<file path="src/rtl/step_spacer_pkg.sv">
package step_spacer_pkg;

   typedef enum logic {
      DIR_DOWN = 1'b0,
      DIR_UP   = 1'b1
   } step_dir_e;

   // effective spacing: zero is promoted to one
   function automatic int unsigned eff_gap(input int unsigned raw);
      return (raw == 0) ? 1 : raw;
   endfunction

endpackage

</file>
<file path="src/rtl/step_spacer_dist.sv">
module step_spacer_dist
   import step_spacer_pkg::*;
#(
   parameter int unsigned POS_W = 6
) (
   input  logic [POS_W-1:0] target_i,
   input  logic [POS_W-1:0] current_i,
   output logic             pending_o,
   output step_dir_e        dir_o,
   output logic             ambig_o
);
   localparam logic [POS_W-1:0] HALF = POS_W'(1) << (POS_W - 1);

   logic [POS_W-1:0] delta;

   always_comb begin
      delta     = target_i - current_i;
      pending_o = (delta != '0);
      ambig_o   = (delta == HALF);
      // half way round resolves upward
      dir_o     = (delta <= HALF) ? DIR_UP : DIR_DOWN;
   end
endmodule

</file>
<file path="src/rtl/step_spacer_gap_timer.sv">
module step_spacer_gap_timer #(
   parameter int unsigned GAP_W    = 8,
   parameter int unsigned FAST_GAP = 1
) (
   input  logic             clk_i,
   input  logic             rst_ni,
   input  logic [GAP_W-1:0] gap_i,
   input  logic             fast_i,
   input  logic             load_i,
   output logic             ready_o
);
   logic [GAP_W-1:0] fast_val;
   logic [GAP_W-1:0] slow_val;
   logic [GAP_W-1:0] gap_eff;
   logic [GAP_W-1:0] cnt_q;

   generate
      if (FAST_GAP <= 1) begin : g_fast_unit
         assign fast_val = GAP_W'(1);
      end else begin : g_fast_wide
         assign fast_val = GAP_W'(FAST_GAP);
      end
   endgenerate

   assign slow_val = (gap_i == '0) ? GAP_W'(1) : gap_i;
   assign gap_eff  = fast_i ? fast_val : slow_val;
   assign ready_o  = (cnt_q == '0);

   always_ff @(posedge clk_i) begin
      if (!rst_ni) begin
         cnt_q <= '0;
      end else if (load_i) begin
         cnt_q <= gap_eff - GAP_W'(1);
      end else if (cnt_q != '0) begin
         cnt_q <= cnt_q - GAP_W'(1);
      end
   end
endmodule

</file>
<file path="src/rtl/step_spacer_track.sv">
module step_spacer_track
   import step_spacer_pkg::*;
#(
   parameter int unsigned POS_W = 6
) (
   input  logic             clk_i,
   input  logic             rst_ni,
   input  logic [POS_W-1:0] pos_i,
   input  logic             fire_i,
   input  step_dir_e        dir_i,
   input  logic             ambig_i,
   output logic [POS_W-1:0] pos_o,
   output logic             step_o,
   output logic             dir_o,
   output logic             err_o
);
   logic [POS_W-1:0] pos_q;
   logic             step_q;
   logic             dir_q;
   logic             err_q;

   always_ff @(posedge clk_i) begin
      if (!rst_ni) begin
         pos_q  <= pos_i;
         step_q <= 1'b0;
         dir_q  <= 1'b0;
         err_q  <= 1'b0;
      end else begin
         step_q <= fire_i;
         if (fire_i) begin
            pos_q <= (dir_i == DIR_UP) ? pos_q + POS_W'(1) : pos_q - POS_W'(1);
            dir_q <= (dir_i == DIR_UP);
            if (ambig_i) err_q <= 1'b1;
         end
      end
   end

   assign pos_o  = pos_q;
   assign step_o = step_q;
   assign dir_o  = dir_q;
   assign err_o  = err_q;
endmodule

</file>
<file path="src/rtl/step_spacer.sv">
module step_spacer
   import step_spacer_pkg::*;
#(
   parameter int unsigned POS_W    = 6,
   parameter int unsigned GAP_W    = 8,
   parameter int unsigned FAST_GAP = 1
) (
   input  logic             clk_i,
   input  logic             rst_ni,
   input  logic [POS_W-1:0] pos_i,
   input  logic [GAP_W-1:0] gap_i,
   input  logic             fast_i,
   output logic [POS_W-1:0] pos_o,
   output logic             step_o,
   output logic             dir_o,
   output logic             amb_err_o
);
   generate
      if (POS_W < 2) begin : g_bad_pos_w
         $error("step_spacer: POS_W must be at least 2");
      end
      if (GAP_W < 1) begin : g_bad_gap_w
         $error("step_spacer: GAP_W must be at least 1");
      end
      if (FAST_GAP >= (1 << GAP_W)) begin : g_bad_fast
         $error("step_spacer: FAST_GAP does not fit in GAP_W bits");
      end
   endgenerate

   logic      pending;
   logic      ambig;
   logic      ready;
   logic      fire;
   step_dir_e dir_req;

   step_spacer_dist #(.POS_W(POS_W)) dist_i (
      .target_i  (pos_i),
      .current_i (pos_o),
      .pending_o (pending),
      .dir_o     (dir_req),
      .ambig_o   (ambig)
   );

   step_spacer_gap_timer #(.GAP_W(GAP_W), .FAST_GAP(FAST_GAP)) timer_i (
      .clk_i   (clk_i),
      .rst_ni  (rst_ni),
      .gap_i   (gap_i),
      .fast_i  (fast_i),
      .load_i  (fire),
      .ready_o (ready)
   );

   assign fire = pending & ready;

   step_spacer_track #(.POS_W(POS_W)) track_i (
      .clk_i   (clk_i),
      .rst_ni  (rst_ni),
      .pos_i   (pos_i),
      .fire_i  (fire),
      .dir_i   (dir_req),
      .ambig_i (ambig),
      .pos_o   (pos_o),
      .step_o  (step_o),
      .dir_o   (dir_o),
      .err_o   (amb_err_o)
   );
endmodule

</file>
<file path="config.mk">
export PLATFORM = sky130hd
export DESIGN_NAME = step_spacer
export DESIGN_NICKNAME = d
export VERILOG_FILES = /design/src/rtl/step_spacer_pkg.sv /design/src/rtl/step_spacer_dist.sv /design/src/rtl/step_spacer_gap_timer.sv /design/src/rtl/step_spacer_track.sv /design/src/rtl/step_spacer.sv
export SDC_FILE = /design/constraint.sdc
export NUM_CORES = 1
export LEC_CHECK = 0
export ABC_AREA = 0
export ABC_CLOCK_PERIOD_IN_PS = 6910
export BUFFER_PORTS_ARGS = -buffer_cell sky130_fd_sc_hd__buf_4
export CORE_UTILIZATION = 29
export DETAILED_ROUTE_END_ITERATION = 8
export PLACE_DENSITY = 0.49
export SYNTH_ARGS = -nofsm -noshare
export SYNTH_HDL_FRONTEND = slang
export SYNTH_SLANG_ARGS = --single-unit
</file>
<file path="constraint.sdc">
create_clock -name clk_i -period 6.91 [get_ports clk_i]
set_input_delay 0 -clock clk_i [delete_from_list [all_inputs] [get_ports clk_i]]
set_output_delay 0 -clock clk_i [all_outputs]
set_load 0.02 [all_outputs]
</file>
==> results of run 1 <==
## path summary, 6_finish.rpt
kind                          from               end  slack, ps  cells after the start
setup / recovery  track_i.pos_o[2]  track_i.pos_o[5]       3220                     15
hold / removal            pos_i[2]  track_i.pos_o[2]         60                      2
setup reg to reg  track_i.pos_o[2]  track_i.pos_o[5]       3220                     15
hold reg to reg      track_i.dir_o     track_i.dir_o        510                      1
## kinds of logic after synthesis
logic type / synth area share [%]
simple gates: 20.2
compound gates: 24.5
flops: 29.6
buf+inv: 4.53
fa+ha+maj: 10.7
xor+xnor: 6.48
mux: 3.98
## cells in the mapped netlist (3+ instances only)
cell type and instances:
ha_1 10, nand2b_1 3, inv_1 14, dfxtp_1 11, nor2_1 16, a21oi_1 15, mux2_2 3, o211a_1 4
edfxtp_1 6, nand2_1 8, o211ai_1 4, o21bai_1 4, xor2_1 3, xnor2_1 7, o21ai_0 4, nor3_1 5
## metal layers
| layer | wire [um] | up-vias | global-route usage (%) |
|---|---|---|---|
| li1 | - | 624 | - |
| met1 | 1550 | 556 | 17.6 |
| met2 | 1560 | 15 | 22.3 |
| met3 | 84 | 2 | 2.89 |
| met4 | 19 | 0 | 4.00 |
| met5 | 0 | - | 0 |
## through the flow
step	worst slack, ps	std cells	util (%)
global placement	3320	230	36.2
finish	3220	234	37.2
global route	2890	234	37.2
CTS	3200	234	37.2
detailed placement	3220	230	36.2
floorplan	3430	155	-
## sequential cells by signal, indices dropped and copies added (netlist names)
register and flops:
timer_i.cnt_q 8, track_i.pos_o 6, track_i.dir_o 1, track_i.err_o 1, track_i.step_o 1
## layout by cell type, fill, tap and decap left out, types with 2 or more instances in the layout
master    netlist  final
a21boi_0        2      2
a21o_1          2      2
a21oi_1        15     15
and2_1          2      2
and3_1          2      2
buf_4           0     25
clkbuf_8        0      3
dfxtp_1        11     11
edfxtp_1        6      6
ha_1           10     10
inv_1          14     14
mux2_2          3      3
mux2i_1         2      2
nand2_1         8      8
nand2b_1        3      3
nor2_1         16     16
nor3_1          5      5
o211a_1         4      4
o211ai_1        4      4
o21ai_0         4      4
o21bai_1        4      4
o31ai_1         2      2
or2_2           2      2
or3_1           2      2
or4_1           2      2
or4_4           2      2
xnor2_1         7      7
xor2_1          3      3
## power by group through the flow
| stage | Combinational, mW | Sequential [mW] | Clock (mW) |
|---|---|---|---|
| global placement | 0.634 | 0.196 | 0 |
| CTS | 0.651 | 0.196 | 0.0784 |
| floorplan | 0.480 | 0.218 | 0 |
| global route | 0.732 | 0.200 | 0.0854 |
| finish | 0.646 | 0.195 | 0.0763 |
| detailed placement | 0.646 | 0.198 | 0 |
## cell type report
type / instances / area share (%)
inverters: 14 / 3.20
multi-input cells: 122 / 54.3
flip-flops and latches: 17 / 24.4
well taps: 52 / 3.96
clock buffers: 4 / 2.74
repair buffers: 25 / 11.4
==> flow_summary.ini, run 1 <==
[clocking]
cts_tree = done
cts_resized = 0
h-tree-depth = 1
cts_root_buf = clkbuf_8
clock_sink_count = 17
post-cts-setup-buffer-count = 0
path_clk_slew_ps = 70
cts_hold_buf = 0
clock_latency_ps = 250
cts.path.max_buffers = 2
cts_buffers = 3

[pwr]
p_per_area_mw_per_mm2 = 559
power.total_mw = 0.917
swShare_pct = 45.4
internal-power_mw = 0.501
ir_drop_mv = 0.147
seq_power_share_pct = 21.3
switching_power_mw = 0.416
leakagePower_nw = 0.729
pwr-share-comb_pct = 70.4
clkPwrFrac_pct = 8.3

[cells_and_area]
multi_input_area_sq_um = 891
n_antenna_cell = 0
nNetsFinal = 211
fill_cells = 442
layout-drive-gt1-share_pct = 22.5
final_cell_area_sq_mm = 0.00164
areaGrowthSynthToFinish_pct = 21.4
seqCellArea_sq_um = 400

[yosys]
yosysWarnings = 0
syn_area_sq_mm = 0.00135
yosysUniqueCellTypes = 44
synth_ff_type = dfxtp_1
netlist_instances = 155
avgSynthCellArea_sq_um = 8.73
synth.area.top_cells = dfxtp_1, edfxtp_1, ha_1
synth_edf_count = 6
synth_top_area_share_pct = 16.3
postSynthRegisterBits = 17
synth.largest_area_cell = dfxtp_1
syn_nets = 183
ys_async_sr_fraction_pct = 0
yosysSeqAreaShare_pct = 29.6

[detailed_routing]
vias = 1197
dr.pass1.iters = 4
postRouteAntennaNets = 0
route.detailed.drc = 0
avgViaCountPerCell = 5.12
drt_wl_total_um = 3210
dr.first_iter.drc_count = 45
wl_per_cell_um = 13.7

[setup_path]
critPathArrivalTime_ps = 3690
critical-path-top-delay-family = compound AO/OA/AOI/OAI gates
critPathSlowestCell = nor2_1
path_max_fanout = 10
critical_path_class = reg -> reg
crit_chain = inv_1 > ha_1 > o21ai_0 > a21oi_1 > and2_1 > o31a_1 > nor2_1 > ha_1 > a21o_1 > a21oi_1 > o21bai_1 > a21oi_1 > xnor2_1 > xnor2_1 > a21oi_1
cpMostUsedCell = a21oi_1
cp_slowest_stage_delay_ps = 460
crit_buf_inv = 1
cp-end-kind = register
critPathRequiredTime_ps = 6910
crit_path_start_kind = register

[place]
placed_area_sq_mm = 0.00160
portBuffers = 25
hpwlAfterDp_um = 2560
routabilityCongestion = 0.802

[timing]
slew_violations = 0
relSlewSlack_pct = 23.8
max_freq_ghz = 0.271
fin_hold_ws_ps = 63.5
grt_setup_unrepaired = no
final.setup_skew_ps = 3.60
setup_viol = 0
fin_crit_ps = 3690
max_slew.worst_pin.slew_ps = 1130
tns_ps = 0
period_share_pct = 53.4
hold_viol_final = 0

[floorplanning]
die_w_um = 70.3
initial_core_util_pct = 30.6
core_area_sq_mm = 0.00441
rows = 24
io_pins = 26
dieArea_sq_mm = 0.00494
die_h_um = 70.3

[worst_hold_path]
hold_class = in -> reg

[global_route]
antenna_found_initial = 0
grt_overflow = 0
grt_pass1_wl_um = 5440
gr-usage-all-layers_pct = 13.5
grt_max_degree = 14
grt_pass1_vias = 1211

[job]
cap_violations = 0

[run_status]
status = finished clean
No activity file was read; power rests on OpenSTA's default activity.
==> run 2: changes to the inputs <==
Settings changed: ABC_CLOCK_PERIOD_IN_PS 6910 to 3300, PLACE_DENSITY 0.49 to 0.51.
Clock period 6.91 ns to 3.3 ns, I/O delays scaled along.
==> flow_summary.ini, run 2 (same netlist as run 1, synthesis figures left out) <==
[run_status]
status = finished clean

[setup_path]
reg2reg_to = track_i.pos_o[5]
critPathSlowestCell = edfxtp_1
r2r_start = track_i.pos_o[1]
critical_path_class = reg -> reg
r2r_slack_ps = 160
path_max_fanout = 4
crit_path_start_kind = register
rr_worst_depth = 15
critPathArrivalTime_ps = 3140
crit_buf_inv = 2
cp_slowest_stage_delay_ps = 430
cp-end-kind = register
critPathRequiredTime_ps = 3300
cpMostUsedCell = a21oi_2
critical-path-top-delay-family = compound AO/OA/AOI/OAI gates
crit_chain = inv_2 > ha_1 > nand2b_1 > a21oi_2 > nor3_1 > o31a_1 > nor2_4 > buf_4 > ha_1 > a21oi_2 > o21bai_1 > a21oi_2 > xnor2_2 > xnor2_1 > a21oi_1

[cells_and_area]
final_cell_mix = buf_4, nor2_1, inv_1
layout.cells.most_common = buf_4
top_register = timer_i.cnt_q
areaGrowthSynthToFinish_pct = 32.8
nNetsFinal = 221
layout-drive-gt1-share_pct = 34.9
final_util_pct = 40.7
largest_reg_flops = 8
n_antenna_cell = 0

[detailed_routing]
vias = 1288
route.detailed.drc = 0
avgViaCountPerCell = 5.28
dr.pass1.iters = 4
dr.first_iter.drc_count = 50
wl_per_cell_um = 14.0
drt_wl_total_um = 3420
postRouteAntennaNets = 0

[timing]
period_share_pct = 95.0
max_slew.worst_pin.slew_ps = 592
relSlewSlack_pct = 60.3
hold_viol_final = 0
fin_crit_ps = 3140
setup_viol = 0
setup_ws_ps = 164
max_freq_ghz = 0.319
slew_violations = 0
final.setup_skew_ps = 1.83

[worst_hold_path]
hold_path_end = timer_i.cnt_q[7]
hold_class = in -> reg
hold_depth = 3
hp-start = gap_i[7]

[clocking]
cts_hold_buf = 0
cts_root_buf = clkbuf_8
cts_buffers = 3
clock_sink_count = 17
cts_tree = done
h-tree-depth = 1
clock_latency_ps = 250
path_clk_slew_ps = 70
cts.path.max_buffers = 2

[pwr]
p_per_area_mw_per_mm2 = 1240
leakagePower_nw = 0.789
ir_drop_mv = 0.343

[floorplanning]
dieArea_sq_mm = 0.00494
initial_core_util_pct = 30.6
core_area_sq_mm = 0.00441
die_h_um = 70.3
die_w_um = 70.3
rows = 24
io_pins = 26

[place]
portBuffers = 25
routabilityCongestion = 0.796
hpwlAfterDp_um = 2770
dp_slack_ps = -2.87

[global_route]
grt_overflow = 0
grt_max_degree = 14
antenna_found_initial = 0
gr-usage-all-layers_pct = 14.3
grt_pass1_wl_um = 5800
grt_pass1_vias = 1320

[job]
cap_violations = 0
[run 2: changes by cell type in the layout (fill, tap and decap cells not counted), moves of 2 or more]
| cell | before | now |
|---|---|---|
| a21oi_1 | 15 | 11 |
| a21oi_2 | 0 | 3 |
| buf_4 | 25 | 35 |
| ha_1 | 10 | 8 |
| ha_2 | 0 | 2 |
| nor2_1 | 16 | 13 |
| nor2_2 | 0 | 2 |
[run 2: layer usage]
metal  part of all wire (%)  global-route usage, %  wire length, um  vias up
met5                      0                      0                0        -
met2                     50                   25.6             1700       26
met4                    2.0                   5.11               67        0
li1                       -                      -                -      642
met1                     45                   17.3             1530      614
met3                    3.4                   2.02              115        6
[run 2: worst max-delay path by stage]
stage,from,end,slack [ps],cells after the start
final,track_i.pos_o[1],track_i.pos_o[5],160,15
after global routing,track_i.pos_o[1],track_i.pos_o[5],-9,15
after CTS,track_i.pos_o[2],track_i.pos_o[5],20,15
after detailed placement,track_i.pos_o[2],track_i.pos_o[5],-3,15
after global placement,track_i.pos_o[3],track_i.pos_o[5],140,14
after floorplan,track_i.pos_o[2],track_i.pos_o[5],20,16
[run 2: cell type report]
class / instances / area, sq um
multi-input combinational: 122 / 970
clock buffer: 3 / 41.3
clock inverter: 1 / 5.00
tap: 52 / 65.1
sequential: 17 / 400
timing repair buffer: 35 / 263
inverter: 14 / 52.6
fill: 456 / 2620
[run 2: metrics by stage]
step	setup TNS (ps)	instance area, sq um	hold slack (ps)	cells	power (mW)
3_3_place_gp	0	1650	326	236	1.82
4_1_cts	0	1710	60.0	240	2.07
3_5_place_dp	-2.87	1650	325	236	1.87
5_1_grt	-8.75	1800	70.0	244	2.43
2_1_floorplan	0	1360	211	155	1.49
6_report	0	1800	66.3	244	2.23
[run 2: repair_timing]
item	in CTS	in global routing
setup buffers	0	4
pin swaps	1	4
endpoints found under the setup margin	1	4
endpoints found under the hold margin	0	0
gates resized for setup	3	13
[run 2: where the power goes]
| part | internal (mW) | total [mW] | switching, mW |
|---|---|---|---|
| clock network | 0.0837 | 0.157 | 0.0731 |
| logic | 0.804 | 1.66 | 0.855 |
| registers | 0.338 | 0.414 | 0.0758 |
[run 2: tightest hold or removal path, delay by kind of cell]
kind | cells | cell delay, ps
compound gates | 2 | 180
buf+inv | 1 | 90
==> run 3: changes to the inputs <==
Settings changed: RECOVER_POWER set to 100, REMOVE_ABC_BUFFERS set to 1.
==> flow_summary.ini, run 3 (same netlist as run 1, synthesis figures left out) <==
[pwr]
ir_drop_mv = 0.403
power.total_mw = 2.13
p_per_area_mw_per_mm2 = 1220
leakagePower_nw = 0.747

[cells_and_area]
areaGrowthSynthToFinish_pct = 28.6
layout-drive-gt1-share_pct = 27.6
final_cell_mix = buf_4, nor2_1, inv_1
final_cells = 244
top_register = timer_i.cnt_q
nNetsFinal = 221
layout.cells.most_common = buf_4
n_antenna_cell = 0
largest_reg_flops = 8
fill_cells = 476

[floorplanning]
initial_core_util_pct = 30.6
die_h_um = 70.3
core_area_sq_mm = 0.00441
rows = 24
io_pins = 26
die_w_um = 70.3
dieArea_sq_mm = 0.00494

[detailed_routing]
drt_wl_total_um = 3450
vias = 1284
met2WireLength_um = 1720
dr.pass1.iters = 4
wl_per_cell_um = 14.1
wl_met1_um = 1530
route.detailed.drc = 0
dr.first_iter.drc_count = 31
postRouteAntennaNets = 0
wl_met3_um = 167
top_layer = met4
avgViaCountPerCell = 5.26

[clocking]
cts_hold_buf = 0
clock_latency_ps = 260
cts_root_buf = clkbuf_8
h-tree-depth = 1
cts_tree = done
cts.path.max_buffers = 2
clock_sink_count = 17
cts_buffers = 3
path_clk_slew_ps = 80

[timing]
relSlewSlack_pct = 56.6
setup_viol = 0
max_freq_ghz = 0.318
max_slew.worst_pin.slew_ps = 647
period_share_pct = 95.4
slew_violations = 0
fin_crit_ps = 3150
hold_viol_final = 0
final.setup_skew_ps = 4.78

[place]
hpwlAfterDp_um = 2710
dp_cells = 237
routabilityCongestion = 0.799
portBuffers = 25

[global_route]
gr-usage-all-layers_pct = 14.5
antenna_found_initial = 0
grt_pass1_wl_um = 5740
grt_max_degree = 14
grt_overflow = 0
grt_pass1_vias = 1257

[worst_hold_path]
hold_class = in -> reg

[setup_path]
path_max_fanout = 5
cp-end-kind = register
crit_path_start_kind = register
critical_path_class = reg -> reg
critPathRequiredTime_ps = 3310
critPathArrivalTime_ps = 3160

[job]
cap_violations = 0

[run_status]
status = finished clean
## run 3: layout make-up
class / instances / area [sq um] / share of cell area, %
Multi-Input combinational cell: 122 / 950 / 54.6
Timing Repair Buffer: 35 / 225 / 12.9
Tap cell: 52 / 65.1 / 3.74
Clock inverter: 1 / 5.00 / 0.288
Inverter: 14 / 52.6 / 3.02
Sequential cell: 17 / 400 / 23.0
Clock buffer: 3 / 41.3 / 2.37
## run 3: per-layer routing
| metal | vias up | GRT usage (%) |
|---|---|---|
| li1 | 643 | - |
| met1 | 606 | 17.5 |
| met2 | 31 | 25.7 |
| met3 | 4 | 3.61 |
| met4 | 0 | 3.11 |
| met5 | - | 0 |
## run 3: worst max-delay path, cell delays in order (launching register included)
cell and delay, ps:
edfxtp_1 400, inv_1 80, ha_1 260, o21ai_2 170, a21oi_4 60, and2_0 190
o31a_1 330, nor2_2 130, buf_4 160, ha_1 270, a21oi_2 210, o21bai_1 110
a21oi_2 160, xnor2_1 140, xnor2_1 140, a21oi_1 90
## run 3: per-stage QoR
stage / cell area (sq um) / util [%] / setup TNS [ps] / setup slack [ps] / hold WS [ps]
after floorplan: 1340 / - / -133 / -133 / 122
after global placement: 1650 / 37.4 / 0 / 161 / 323
after detailed placement: 1650 / 37.4 / 0 / 4.40 / 322
after CTS: 1700 / 38.5 / 0 / 38.6 / 48.2
after global routing: 1740 / 39.4 / -0.646 / -0.646 / 57.5
final: 1740 / 39.4 / 0 / 152 / 55.7
## run 3: path summary, 6_finish.rpt
kind | startpoint | endpoint | slack (ps) | cells past startpoint
worst max-delay path | track_i.pos_o[2] | track_i.pos_o[5] | 150 | 15
worst min-delay path | pos_i[2] | track_i.pos_o[2] | 60 | 2
worst max register to register | track_i.pos_o[2] | track_i.pos_o[5] | 150 | 15
worst min register to register | track_i.err_o | track_i.err_o | 490 | 2
## run 3: repair_timing
| item | 4_1_cts | 5_1_grt |
|---|---|---|
| pin swaps | 0 | 3 |
| gates cloned | 0 | 0 |
| setup buffers | 0 | 3 |
| resized for setup | 1 | 13 |
| setup endpoints to repair | 1 | 4 |
## run 3: power breakdown
part           total, mW  internal [mW]  leakage (nW)  switching (mW)
sequential         0.406          0.338         0.150          0.0674
combinational       1.56          0.724         0.572           0.833
clock              0.165         0.0839        0.0255          0.0812
